[src/rtl/vctl_pkg.sv]
package vctl_pkg;
  localparam int AW   = 6;
  localparam int DW   = 8;
  localparam int NREG = 2;

  // register slots
  localparam int ROUTE_IDX = 0;
  localparam int POWER_IDX = 1;

  localparam logic [AW-1:0] REG_BASE [NREG] = '{6'h19, 6'h3D};
  localparam logic [DW-1:0] REG_MASK [NREG] = '{8'h0C, 8'h1C};

  // bit positions
  localparam int RXD_BIT  = 3;
  localparam int TXD_BIT  = 2;
  localparam int PU_BIT   = 4;
  localparam int FALL_BIT = 3;
  localparam int RISE_BIT = 2;

  localparam logic [DW-1:0] UART_CLR_MASK = (DW'(1) << RXD_BIT) | (DW'(1) << TXD_BIT);

  typedef enum logic [1:0] {OP_LOAD = 2'd0, OP_SET = 2'd1, OP_CLR = 2'd2, OP_NONE = 2'd3} wr_op_e;
endpackage

[src/rtl/vctl_alias_reg.sv]
module vctl_alias_reg
  import vctl_pkg::*;
#(
  parameter logic [AW-1:0] BASE = '0,
  parameter logic [DW-1:0] MASK = '1
) (
  input  logic          clk,
  input  logic          rst,
  input  logic [AW-1:0] addr,
  input  logic [DW-1:0] wdata,
  input  logic          wr,
  input  logic [DW-1:0] auto_clr,
  output logic          hit,
  output logic [DW-1:0] q
);
  localparam logic [AW-1:0] LAST = BASE + AW'(2);

  wr_op_e          op;
  logic [DW-1:0]   nxt;
  logic [AW-1:0]   offs;

  assign hit  = (addr >= BASE) && (addr <= LAST);
  assign offs = addr - BASE;

  always_comb begin
    op = OP_NONE;
    if (wr && hit) begin
      case (offs[1:0])
        2'd0:    op = OP_LOAD;
        2'd1:    op = OP_SET;
        2'd2:    op = OP_CLR;
        default: op = OP_NONE;
      endcase
    end
  end

  always_comb begin
    case (op)
      OP_LOAD: nxt = wdata;
      OP_SET:  nxt = q | wdata;
      OP_CLR:  nxt = q & ~wdata;
      default: nxt = q;
    endcase
  end

  always_ff @(posedge clk) begin
    if (rst) q <= '0;
    else     q <= nxt & MASK & ~auto_clr;
  end
endmodule

[src/rtl/vctl_bvalid_evt.sv]
module vctl_bvalid_evt #(
  parameter int SYNC_STAGES = 2
) (
  input  logic clk,
  input  logic rst,
  input  logic bvalid_async,
  input  logic rise_en,
  input  logic fall_en,
  input  logic ack,
  output logic req,
  output logic alt
);
  logic [SYNC_STAGES:0] sh;
  logic sync_now, sync_prev, hit_evt;

  always_ff @(posedge clk) begin
    if (rst) sh <= '0;
    else     sh <= {sh[SYNC_STAGES-1:0], bvalid_async};
  end

  assign sync_now  = sh[SYNC_STAGES-1];
  assign sync_prev = sh[SYNC_STAGES];
  assign hit_evt   = (rise_en && sync_now && !sync_prev) ||
                     (fall_en && !sync_now && sync_prev);

  always_ff @(posedge clk) begin
    if (rst) begin
      req <= 1'b0;
      alt <= 1'b0;
    end else if (hit_evt) begin
      req <= 1'b1;
      alt <= 1'b1;
    end else if (ack) begin
      req <= 1'b0;
      alt <= 1'b0;
    end
  end
endmodule

[src/rtl/ulpi_vctl_bank.sv]
module ulpi_vctl_bank
  import vctl_pkg::*;
#(
  parameter int SYNC_STAGES = 2
) (
  input  logic          clk,
  input  logic          rst,
  input  logic [AW-1:0] reg_addr,
  input  logic [DW-1:0] reg_wdata,
  input  logic          reg_wr,
  output logic [DW-1:0] reg_rdata,
  input  logic          uart_mode,
  input  logic          vbus_sess_ok,
  input  logic          bvalid_in,
  input  logic          evt_ack,
  output logic          rxd_route_en,
  output logic          txd_route_en,
  output logic          dp_pullup_en,
  output logic          evt_req,
  output logic          evt_alt_int
);
  logic [DW-1:0] q   [NREG];
  logic [NREG-1:0] hit;
  logic uart_q, uart_exit;
  logic [DW-1:0] rd_nxt;

  assign uart_exit = uart_q && !uart_mode;

  for (genvar i = 0; i < NREG; i++) begin : g_reg
    logic [DW-1:0] clr;
    if (i == ROUTE_IDX) begin : g_route
      assign clr = uart_exit ? UART_CLR_MASK : '0;
    end else begin : g_plain
      assign clr = '0;
    end
    vctl_alias_reg #(.BASE(REG_BASE[i]), .MASK(REG_MASK[i])) u_reg (
      .clk(clk), .rst(rst), .addr(reg_addr), .wdata(reg_wdata), .wr(reg_wr),
      .auto_clr(clr), .hit(hit[i]), .q(q[i])
    );
  end

  always_comb begin
    rd_nxt = '0;
    for (int i = 0; i < NREG; i++)
      if (hit[i]) rd_nxt = rd_nxt | q[i];
  end

  always_ff @(posedge clk) begin
    if (rst) begin
      reg_rdata    <= '0;
      uart_q       <= 1'b0;
      dp_pullup_en <= 1'b0;
    end else begin
      reg_rdata    <= rd_nxt;
      uart_q       <= uart_mode;
      dp_pullup_en <= uart_mode || (q[POWER_IDX][PU_BIT] && vbus_sess_ok);
    end
  end

  assign rxd_route_en = q[ROUTE_IDX][RXD_BIT];
  assign txd_route_en = q[ROUTE_IDX][TXD_BIT];

  vctl_bvalid_evt #(.SYNC_STAGES(SYNC_STAGES)) u_evt (
    .clk(clk), .rst(rst), .bvalid_async(bvalid_in),
    .rise_en(q[POWER_IDX][RISE_BIT]), .fall_en(q[POWER_IDX][FALL_BIT]),
    .ack(evt_ack), .req(evt_req), .alt(evt_alt_int)
  );
endmodule

[config.mk]
export PLATFORM = sky130hd
export DESIGN_NAME = ulpi_vctl_bank
export DESIGN_NICKNAME = d
export VERILOG_FILES = /design/src/rtl/vctl_pkg.sv /design/src/rtl/vctl_alias_reg.sv /design/src/rtl/vctl_bvalid_evt.sv /design/src/rtl/ulpi_vctl_bank.sv
export SDC_FILE = /design/constraint.sdc
export NUM_CORES = 1
export LEC_CHECK = 0
export BUFFER_PORTS_ARGS = -buffer_cell sky130_fd_sc_hd__buf_2
export CELL_PAD_IN_SITES_DETAIL_PLACEMENT = 0
export CELL_PAD_IN_SITES_GLOBAL_PLACEMENT = 1
export CORE_ASPECT_RATIO = 0.7
export CORE_MARGIN = 2
export CORE_UTILIZATION = 30
export DETAILED_ROUTE_END_ITERATION = 16
export HOLD_SLACK_MARGIN = 0.1
export PLACE_DENSITY_LB_ADDON = 0.1
export SLEW_MARGIN = 20
export SYNTH_ARGS = -nofsm -noshare
export SYNTH_HDL_FRONTEND = slang
export SYNTH_SLANG_ARGS = --single-unit
[constraint.sdc]
create_clock -name clk -period 1.5 [get_ports clk]
set_input_delay 0.15 -clock clk [delete_from_list [all_inputs] [get_ports clk]]
set_output_delay 0.15 -clock clk [all_outputs]
set_load 0.02 [all_outputs]
==> results of run 1 <==
## registers in the layout (all words and copies together), names as in the netlist
register and flops:
dp_pullup_en 1, u_evt.req 1, uart_q 1, g.u_reg.q 5, u_evt.sh 3, reg_rdata 3
## timing repair
| action | in CTS | in global routing |
|---|---|---|
| setup buffers | 0 | 0 |
| endpoints found under the hold margin | 2 | 0 |
| hold buffers | 2 | 0 |
## power groups by stage
stage	sequential, W	clock (W)	combinational, W
6_report	0.000381	0.000266	0.0000931
5_1_grt	0.000382	0.000292	0.000105
3_5_place_dp	0.000389	0	0.0000895
2_1_floorplan	0.000391	0	0.0000583
4_1_cts	0.000381	0.000275	0.0000941
3_3_place_gp	0.000389	0	0.0000894
## cell families (layout without fill, tap and decap cells)
group / count (synthesis) / after routing
AND/OR/NAND/NOR: 25 / 25
flip-flops: 14 / 14
buffers and inverters: 12 / 36
adder cells (fa/ha/maj): 4 / 4
other: 1 / 5
AO/OA/AOI/OAI: 19 / 19
## cells in the final DEF, fill, tap and decap left out
master,count
a31oi_1,1
o21ai_1,2
or4_4,1
conb_1,5
or3_1,1
nor3b_1,2
ha_1,4
clkbuf_4,3
a21oi_1,6
a21o_1,1
buf_2,23
o21ai_0,6
nor2b_1,2
nand2_2,1
nor4_2,1
nand2_1,6
buf_4,2
clkbuf_8,1
inv_1,5
dlygate4sd3_1,2
a22oi_1,2
nor2b_4,1
nand4_1,2
nor2_1,6
o22ai_1,1
dfxtp_1,14
nor3_1,1
nor4_1,1
## through the flow
stage / hold WS (ns) / power [W] / utilization (%)
2_1_floorplan: 0.222 / 0.000450 / -
3_3_place_gp: 0.359 / 0.000479 / 37.1
3_5_place_dp: 0.370 / 0.000479 / 37.1
4_1_cts: 0.104 / 0.000750 / 39.8
5_1_grt: 0.124 / 0.000779 / 39.8
6_report: 0.109 / 0.000739 / 39.8
## cell type report
cell class | instances | area (sq um) | area share [%]
Sequential cell | 14 | 280 | 33.5
Multi-Input combinational cell | 53 | 320 | 38.3
Timing Repair Buffer | 27 | 150 | 18.0
Inverter | 5 | 18.8 | 2.25
Clock buffer | 4 | 36.3 | 4.34
Tap cell | 24 | 30.0 | 3.59
## worst max-delay path, cell delays in order
cell     delay [ns]
buf_2          0.09
inv_1          0.06
ha_1           0.19
nor2b_4        0.14
or3_1          0.41
o21ai_0        0.19
a21oi_1        0.08
## synthesized netlist by cell type, types with 2 or more instances
cell type	n	area [sq um]
dfxtp_1	14	280
a21oi_1	6	30.0
buf_4	6	45.0
nand2_1	6	22.5
nor2_1	6	22.5
o21ai_0	6	30.0
inv_1	5	18.8
ha_1	4	50.1
a22oi_1	2	15.0
nand4_1	2	12.5
nor2b_1	2	12.5
nor3b_1	2	15.0
o21ai_1	2	10.0
## routing by layer
layer  vias to the layer above  global-route usage [%]  wire length, um
met5                         -                       0                0
met4                         0                    1.33                0
met3                         0                    6.40              107
met2                        20                    15.9              500
met1                       254                    15.8              655
li1                        305                       -                -
## worst paths after layout
path                                          from                          endpoint  depth (start not counted)  slack [ns]
hold / removal                        vbus_sess_ok           dp_pullup_en$_SDFF_PP0_                          3        0.11
setup reg to reg  g_reg[1].u_reg.q[2]$_SDFFE_PP0P_            u_evt.req$_SDFFE_PP0P_                          4        0.75
hold reg to reg             u_evt.sh[0]$_SDFF_PP0_            u_evt.sh[1]$_SDFF_PP0_                          1        0.44
setup / recovery                       reg_addr[0]  g_reg[1].u_reg.q[4]$_SDFFE_PP0P_                          7        0.34
==> impl_metrics.toml, run 1 <==
[synthesis]
ys_types = 25
synth_flop_cell = "dfxtp_1"
synth_simple_gate_area_share_pct = 22.4
syn_area_sq_um = 653
synth_top_family_by_area = "simple AND/OR/NAND/NOR gates"
async_flop_share_pct = 0
synth_edf_count = 0
yosys_register_bits = 14
synthCells = 75
avgSynthCellArea_sq_um = 8.71
yosys-mux-area-fraction_pct = 0
synth_warnings = 0
synth-compound-area-share_pct = 16.1
synth_xor_area_share_pct = 0
synth_adder_area_share_pct = 7.66
ys_seq_area_share_pct = 42.9

[cts]
clockBufferDepth = 2
clk-insertion-delay-late_ns = 0.28
cts_tree = "built"
clkSinkCount = 14
clk_pin_slew_ns = 0.08
numCtsBuffers = 3
postCtsResizedCells = 0
cts-root-buf = "clkbuf_4"
h-tree-depth = 1

[pwr]
p_per_area_nw_per_um2 = 885
p_sw_share_pct = 23.7
clockPowerShare_pct = 35.9
ir_drop_mv = 0.482
p_leak_nw = 0.382
p_comb_share_pct = 12.6
p_sw_w = 0.000175
power_frac_seq_pct = 51.5
p_int_w = 0.000564

[drt]
vias = 579
via_per_inst = 4.56
drt-initial-drc-count = 14
wl_per_cell_um = 9.94
wl_mm = 1.26
first_pass_iters = 4
final_antenna_net_count = 0
drc = 0

[critical_path]
crit_path_end_kind = "register"
worst-path-max-fanout = 5
crit_arrival_ns = 1.33
start_kind = "primary input"
worst-endpoint-required_ns = 1.66
crit_type = "primary input to register"

[global_route]
grt_usage_pct = 11.4
grt_pass1_vias = 494
antenna_found_initial = 0
grt_max_degree = 14
grt_pass1_wl_mm = 2.18
grt_overflow = 0

[run_status]
status = "finished, final reports clean"

[timing]
rsz0062_at_grt = "no"
post-route-min-period_ns = 1.16
hold_viol = 0
setup_tns_ns = 0
fin_ws_ns = 0.335
finalSetupViolations = 0
drv_slew = 0
fmax_mhz = 859
post-route-period-util_pct = 77.6
fin_worst_skew_ns = 0.00444

[placed_design]
dp_slack_ns = 0.0510
placed_cell_area_sq_um = 779
numPlacedInstances = 121
place_congestion = 0.745
hpwl_mm = 1.02
port_buffers = 23

[floorplan]
ios = 34
num_rows = 14
die_w_um = 59.8
dieArea_sq_um = 2570
core_area_sq_um = 2100
die_h_um = 43.0
start_util_pct = 31.1

[layout]
diodes = 0
nets = 129
stdcell_count = 127
fillerInstances = 212
drive_above_1_share_pct = 32.0
area_delta_synth_final_pct = 28.0
fin_area_sq_um = 836

[min_path]
hold_path.class = "primary input to register"

[run]
maxCapViolCount = 0
(Power assumes the default switching activity.)
==> inputs of run 2 (changes only) <==
--- a/config.mk
+++ b/config.mk
@@ -5,6 +5,7 @@
 export SDC_FILE = /design/constraint.sdc
 export NUM_CORES = 1
 export LEC_CHECK = 0
+export ABC_AREA = 1
 export BUFFER_PORTS_ARGS = -buffer_cell sky130_fd_sc_hd__buf_2
 export CELL_PAD_IN_SITES_DETAIL_PLACEMENT = 0
 export CELL_PAD_IN_SITES_GLOBAL_PLACEMENT = 1
==> constraint.sdc (replaced) <==
create_clock -name clk -period 1.2 [get_ports clk]
set_input_delay 0.12 -clock clk [delete_from_list [all_inputs] [get_ports clk]]
set_output_delay 0.12 -clock clk [all_outputs]
set_load 0.02 [all_outputs]
==> run 2 against run 1 <==
Against the previous run:
- worst hold slack better by 0.0075 ns
- sequential share of layout area down 3.7 points
- final cell count up 24%
- combinational power up 55%
- largest cell class unchanged
==> impl_metrics.toml, run 2 <==
[run_status]
status = "finished, final reports clean"

[timing]
whs_ns = 0.116
fin_worst_skew_ns = 0.000387
hold_viol = 0
drv_slew = 0
rsz0062_at_grt = "no"
fmax_mhz = 1020
post-route-period-util_pct = 81.9
fin_ws_ns = 0.218
setup_tns_ns = 0
post-route-min-period_ns = 0.982
finalSetupViolations = 0

[critical_path]
cpPeakStageDelay_ns = 0.36
crit_arrival_ns = 1.18
worst-path-max-fanout = 7
worst-path-buf-inv = 2
start_kind = "primary input"
worst-endpoint-required_ns = 1.40
reg2reg_slack_ns = 0.45
crit_path_end_kind = "register"
critPathTopFamily = "simple AND/OR/NAND/NOR gates"
cp_slowest_cell = "ha_1"
crit_type = "primary input to register"
path_cells = "buf_2, inv_1, ha_1, or2_1, nand4_1, nand2_1, a21oi_1"

[layout]
mostFrequentLayoutCell = "buf_2"
layout.cells.most_common_list = "buf_2, inv_1, dfxtp_1"
drive_above_1_share_pct = 30.2
area_delta_synth_final_pct = 29.1
utilization_pct = 42.2
fillerInstances = 256
largest_reg_flops = 5
top_regs = "g.u_reg.q (5), reg_rdata (3), u_evt.sh (3)"
diodes = 0
nets = 153
regMostFlops = "g.u_reg.q"

[floorplan]
core_area_sq_um = 2220
die_w_um = 62.8
ios = 34
num_rows = 14
start_util_pct = 32.7
dieArea_sq_um = 2840
die_h_um = 45.2

[synthesis]
synth_common_cells = "inv_1, dfxtp_1, nand2_1, nor2_1, nand4_1"
syn_area_sq_um = 727
async_flop_share_pct = 0
synthCells = 95
synth_warnings = 0
ys_types = 20
synthTopCellsByArea = "dfxtp_1, inv_1, ha_1"
yosysMostFrequentCell = "inv_1"
yosys_register_bits = 14
synth_flop_cell = "dfxtp_1"
synth_edf_count = 0
ys_seq_area_share_pct = 38.6
synth_top_area_share_pct = 38.6
avgSynthCellArea_sq_um = 7.65
yosysTopAreaCell = "dfxtp_1"

[pwr]
p_per_area_nw_per_um2 = 928
ir_drop_mv = 0.633
p_leak_nw = 0.473
fin_total_pwr_w = 0.000871

[min_path]
hold_path.class = "primary input to register"

[cts]
h-tree-depth = 1
numCtsBuffers = 3
clk-insertion-delay-late_ns = 0.27
clkSinkCount = 14
post-cts-setup-buffers = 0
clockBufferDepth = 2
holdBufCountCts = 3
postCtsResizedCells = 0
clk_pin_slew_ns = 0.07
cts-root-buf = "clkbuf_4"
cts_tree = "built"

[drt]
final_antenna_net_count = 0
first_pass_iters = 4
via_per_inst = 4.19
wl_per_cell_um = 8.94
wl_mm = 1.41
drc = 0
vias = 662
drt-initial-drc-count = 29

[global_route]
grt_pass1_wl_mm = 2.41
antenna_found_initial = 0
grt_pass1_vias = 561
grt_max_degree = 14
grt_overflow = 0
grt_usage_pct = 11.3

[placed_design]
port_buffers = 23
hpwl_mm = 1.14
place_congestion = 0.673
dp_slack_ns = -0.0633

[run]
maxCapViolCount = 0
==> run 2: cell count changes after synthesis, sizes merged, moves of 2 or more <==
| cell | before | now |
|---|---|---|
| nor4 | 2 | 0 |
| nor3b | 2 | 0 |
| nor2 | 6 | 14 |
| o21ai | 8 | 0 |
| inv | 5 | 18 |
| nor2b | 3 | 0 |
| nand4 | 2 | 8 |
| nand2 | 7 | 15 |
| nand3 | 0 | 4 |
| or2 | 0 | 3 |
| a21oi | 6 | 3 |
==> run 2: per-stage QoR <==
step	cell area (sq um)	std cells
finish	938	158
global route	938	158
CTS	938	158
detailed placement	886	152
global placement	886	152
floorplan	742	99
==> run 2: final timing paths <==
path,from,endpoint,cells after the start
min,reg_wdata[4],g_reg[1].u_reg.q[4]$_SDFFE_PP0P_,3
min reg2reg,u_evt.sh[0]$_SDFF_PP0_,u_evt.sh[1]$_SDFF_PP0_,2
max,reg_addr[1],g_reg[0].u_reg.q[2]$_SDFF_PP0_,7
max reg2reg,uart_q$_SDFF_PP0_,g_reg[0].u_reg.q[2]$_SDFF_PP0_,3
==> run 2: worst min-delay path, cell delays in order <==
cell	delay, ns
buf_2	0.09
nand4_1	0.08
nand2_1	0.07
==> run 2: final cells by class <==
type	count	area, sq um	area share (%)
sequential	14	280	29.9
timing repair buffer	31	183	19.5
multi-input combinational	60	345	36.8
clock buffer	3	22.5	2.40
inverter	18	67.6	7.20
tap	32	40.0	4.27
==> run 2: cells by family (layout without fill, tap and decap cells) <==
| logic type | Yosys count | count (layout) | synth area share (%) |
|---|---|---|---|
| buffers and inverters | 25 | 52 | 16.0 |
| other | 1 | 5 | 0.516 |
| AOI/OAI and AO/OA | 6 | 6 | 5.33 |
| adders and majority gates | 4 | 4 | 6.88 |
| and+or+nand+nor | 45 | 45 | 32.7 |
| DFF | 14 | 14 | 38.6 |
==> run 2: per-layer routing <==
layer | vias up | GRT usage, % | share of wire, %
met4 | 0 | 4.00 | 0.78
met5 | - | 0 | 0
li1 | 354 | - | -
met1 | 283 | 14.1 | 50
met3 | 2 | 4.49 | 7.1
met2 | 23 | 18.1 | 42
==> run 2: power by group <==
part           leakage (nW)  internal (W)  switching, W
Combinational         0.345     0.0000595     0.0000842
Sequential            0.114      0.000473    0.00000330
Clock                0.0138      0.000116      0.000134
Total                 0.473      0.000649      0.000222
==> inputs of run 3 (changes only) <==
--- a/config.mk
+++ b/config.mk
@@ -5,13 +5,13 @@
 export SDC_FILE = /design/constraint.sdc
 export NUM_CORES = 1
 export LEC_CHECK = 0
-export ABC_AREA = 1
+export ABC_AREA = 0
 export BUFFER_PORTS_ARGS = -buffer_cell sky130_fd_sc_hd__buf_2
 export CELL_PAD_IN_SITES_DETAIL_PLACEMENT = 0
 export CELL_PAD_IN_SITES_GLOBAL_PLACEMENT = 1
 export CORE_ASPECT_RATIO = 0.7
 export CORE_MARGIN = 2
-export CORE_UTILIZATION = 30
+export CORE_UTILIZATION = 27
 export DETAILED_ROUTE_END_ITERATION = 16
 export HOLD_SLACK_MARGIN = 0.1
 export PLACE_DENSITY_LB_ADDON = 0.1
==> constraint.sdc (replaced) <==
create_clock -name clk -period 0.9 [get_ports clk]
set_input_delay 0.09 -clock clk [delete_from_list [all_inputs] [get_ports clk]]
set_output_delay 0.09 -clock clk [all_outputs]
set_load 0.02 [all_outputs]
==> run 3 against run 2 <==
Against the previous run:
- the flow now finishes with violations (setup timing)
- die area is 0.16% lower
- global-route usage rose by 1.2 points
- via count is 5.7% lower
- critical path type unchanged
==> impl_metrics.toml, run 3 (same netlist as run 1, synthesis figures left out) <==
[floorplan]
start_util_pct = 29.4
core_area_sq_um = 2220
die_h_um = 45.2
die_w_um = 62.8
dieArea_sq_um = 2830
num_rows = 14
ios = 34

[drt]
final_antenna_net_count = 0
drc = 0
via_per_inst = 4.36
drt-initial-drc-count = 10
first_pass_iters = 4
wl_mm = 1.67
vias = 624
wl_per_cell_um = 11.7

[layout]
seq_area_sq_um = 282
diodes = 0
area_delta_synth_final_pct = 64.9
multiInputGateArea_sq_um = 414
top_regs = "g.u_reg.q (5), reg_rdata (3), u_evt.sh (3)"
drive_above_1_share_pct = 47.7
largest_reg_flops = 5
mostFrequentLayoutCell = "buf_2"
regMostFlops = "g.u_reg.q"
fillerInstances = 231
utilization_pct = 48.4
layout.cells.most_common_list = "buf_2, dfxtp_1, buf_4"
nets = 137

[min_path]
hold_path.class = "primary input to register"

[critical_path]
start_kind = "primary input"
crit_arrival_ns = 1.16
cp_slowest_cell = "or4_4"
crit_type = "primary input to register"
worst-endpoint-required_ns = 1.08
cpPeakStageDelay_ns = 0.44
path_cells = "buf_12, inv_12, ha_4, nor2b_4, or4_4, o21ai_2, a21oi_1"
crit_path_end_kind = "register"
worst-path-max-fanout = 5

[placed_design]
hpwl_mm = 1.11
place_congestion = 0.752
port_buffers = 23

[cts]
cts-root-buf = "clkbuf_4"
clk-insertion-delay-late_ns = 0.28
cts_tree = "built"
numCtsBuffers = 3
clockBufferDepth = 2
h-tree-depth = 1
clkSinkCount = 14
clk_pin_slew_ns = 0.08

[run_status]
violations = "setup timing"
status = "finished with violations"

[timing]
post-route-period-util_pct = 109
fmax_mhz = 1020
rsz0062_at_grt = "yes"
whs_ns = 0.115
fin_ws_ns = -0.0823
post-route-min-period_ns = 0.982
fin_worst_skew_ns = 0.00514
finalSetupViolations = 7
drv_slew = 0
hold_viol = 0

[global_route]
grt_overflow = 0
grt_max_degree = 14
grt_pass1_vias = 570
antenna_found_initial = 0
grt_usage_pct = 12.5
grt_pass1_wl_mm = 2.62

[pwr]
p_per_area_nw_per_um2 = 1250
ir_drop_mv = 0.758
p_leak_nw = 0.443

[run]
maxCapViolCount = 0
## run 3: worst max-delay path, delay by kind of cell
kind / cells / cell delay (ns)
buffers and inverters: 2 / 0.12
adder cells (fa/ha/maj): 1 / 0.14
AO/OA/AOI/OAI: 2 / 0.22
AND/OR/NAND/NOR: 2 / 0.57
## run 3: per-layer routing
metal	track usage, %	part of all wire (%)	up-vias
met5	0	0	-
met4	1.33	0	0
met3	6.48	8.6	0
met2	20.4	45	23
met1	15.4	46	280
li1	-	-	321
## run 3: worst paths after layout
kind / start / end / slack (ns) / depth (start not counted)
max: reg_addr[1] / g_reg[0].u_reg.q[3]$_SDFF_PP0_ / -0.08 / 7
min: reg_wdata[2] / g_reg[0].u_reg.q[2]$_SDFF_PP0_ / 0.11 / 3
max reg2reg: g_reg[1].u_reg.q[2]$_SDFFE_PP0P_ / u_evt.req$_SDFFE_PP0P_ / 0.08 / 4
min reg2reg: u_evt.sh[0]$_SDFF_PP0_ / u_evt.sh[1]$_SDFF_PP0_ / 0.45 / 1
## run 3: cell type report
| type | count | share of cell area, % |
|---|---|---|
| clock buffers | 4 | 3.37 |
| multi-input cells | 53 | 38.4 |
| flip-flops and latches | 14 | 26.1 |
| well taps | 32 | 3.72 |
| repair buffers | 35 | 24.7 |
| inverters | 5 | 3.60 |
## run 3: power breakdown
part | switching, W | total [W] | internal [W]
registers | 0.00000471 | 0.000635 | 0.000631
clock network | 0.000215 | 0.000461 | 0.000246
logic | 0.000131 | 0.000251 | 0.000120
## run 3: what timing repair did
| item | in CTS | in global routing |
|---|---|---|
| resized for setup | 17 | 13 |
| hold endpoints to repair | 6 | 0 |
| endpoints found under the setup margin | 7 | 11 |
| buffers inserted | 1 | 0 |
| pin swaps | 2 | 7 |
| hold buffers | 7 | 0 |
## run 3: stage by stage
step	instances	TNS [ns]	worst slack, ns	power [W]	area (sq um)
floorplan	79	-0.756	-0.176	0.000766	717
global placement	131	-3.01	-0.461	0.000830	853
detailed placement	131	-3.07	-0.449	0.000830	853
CTS	143	-0.162	-0.0666	0.00133	1030
global route	143	-0.662	-0.119	0.00141	1080
finish	143	-0.294	-0.0823	0.00135	1080
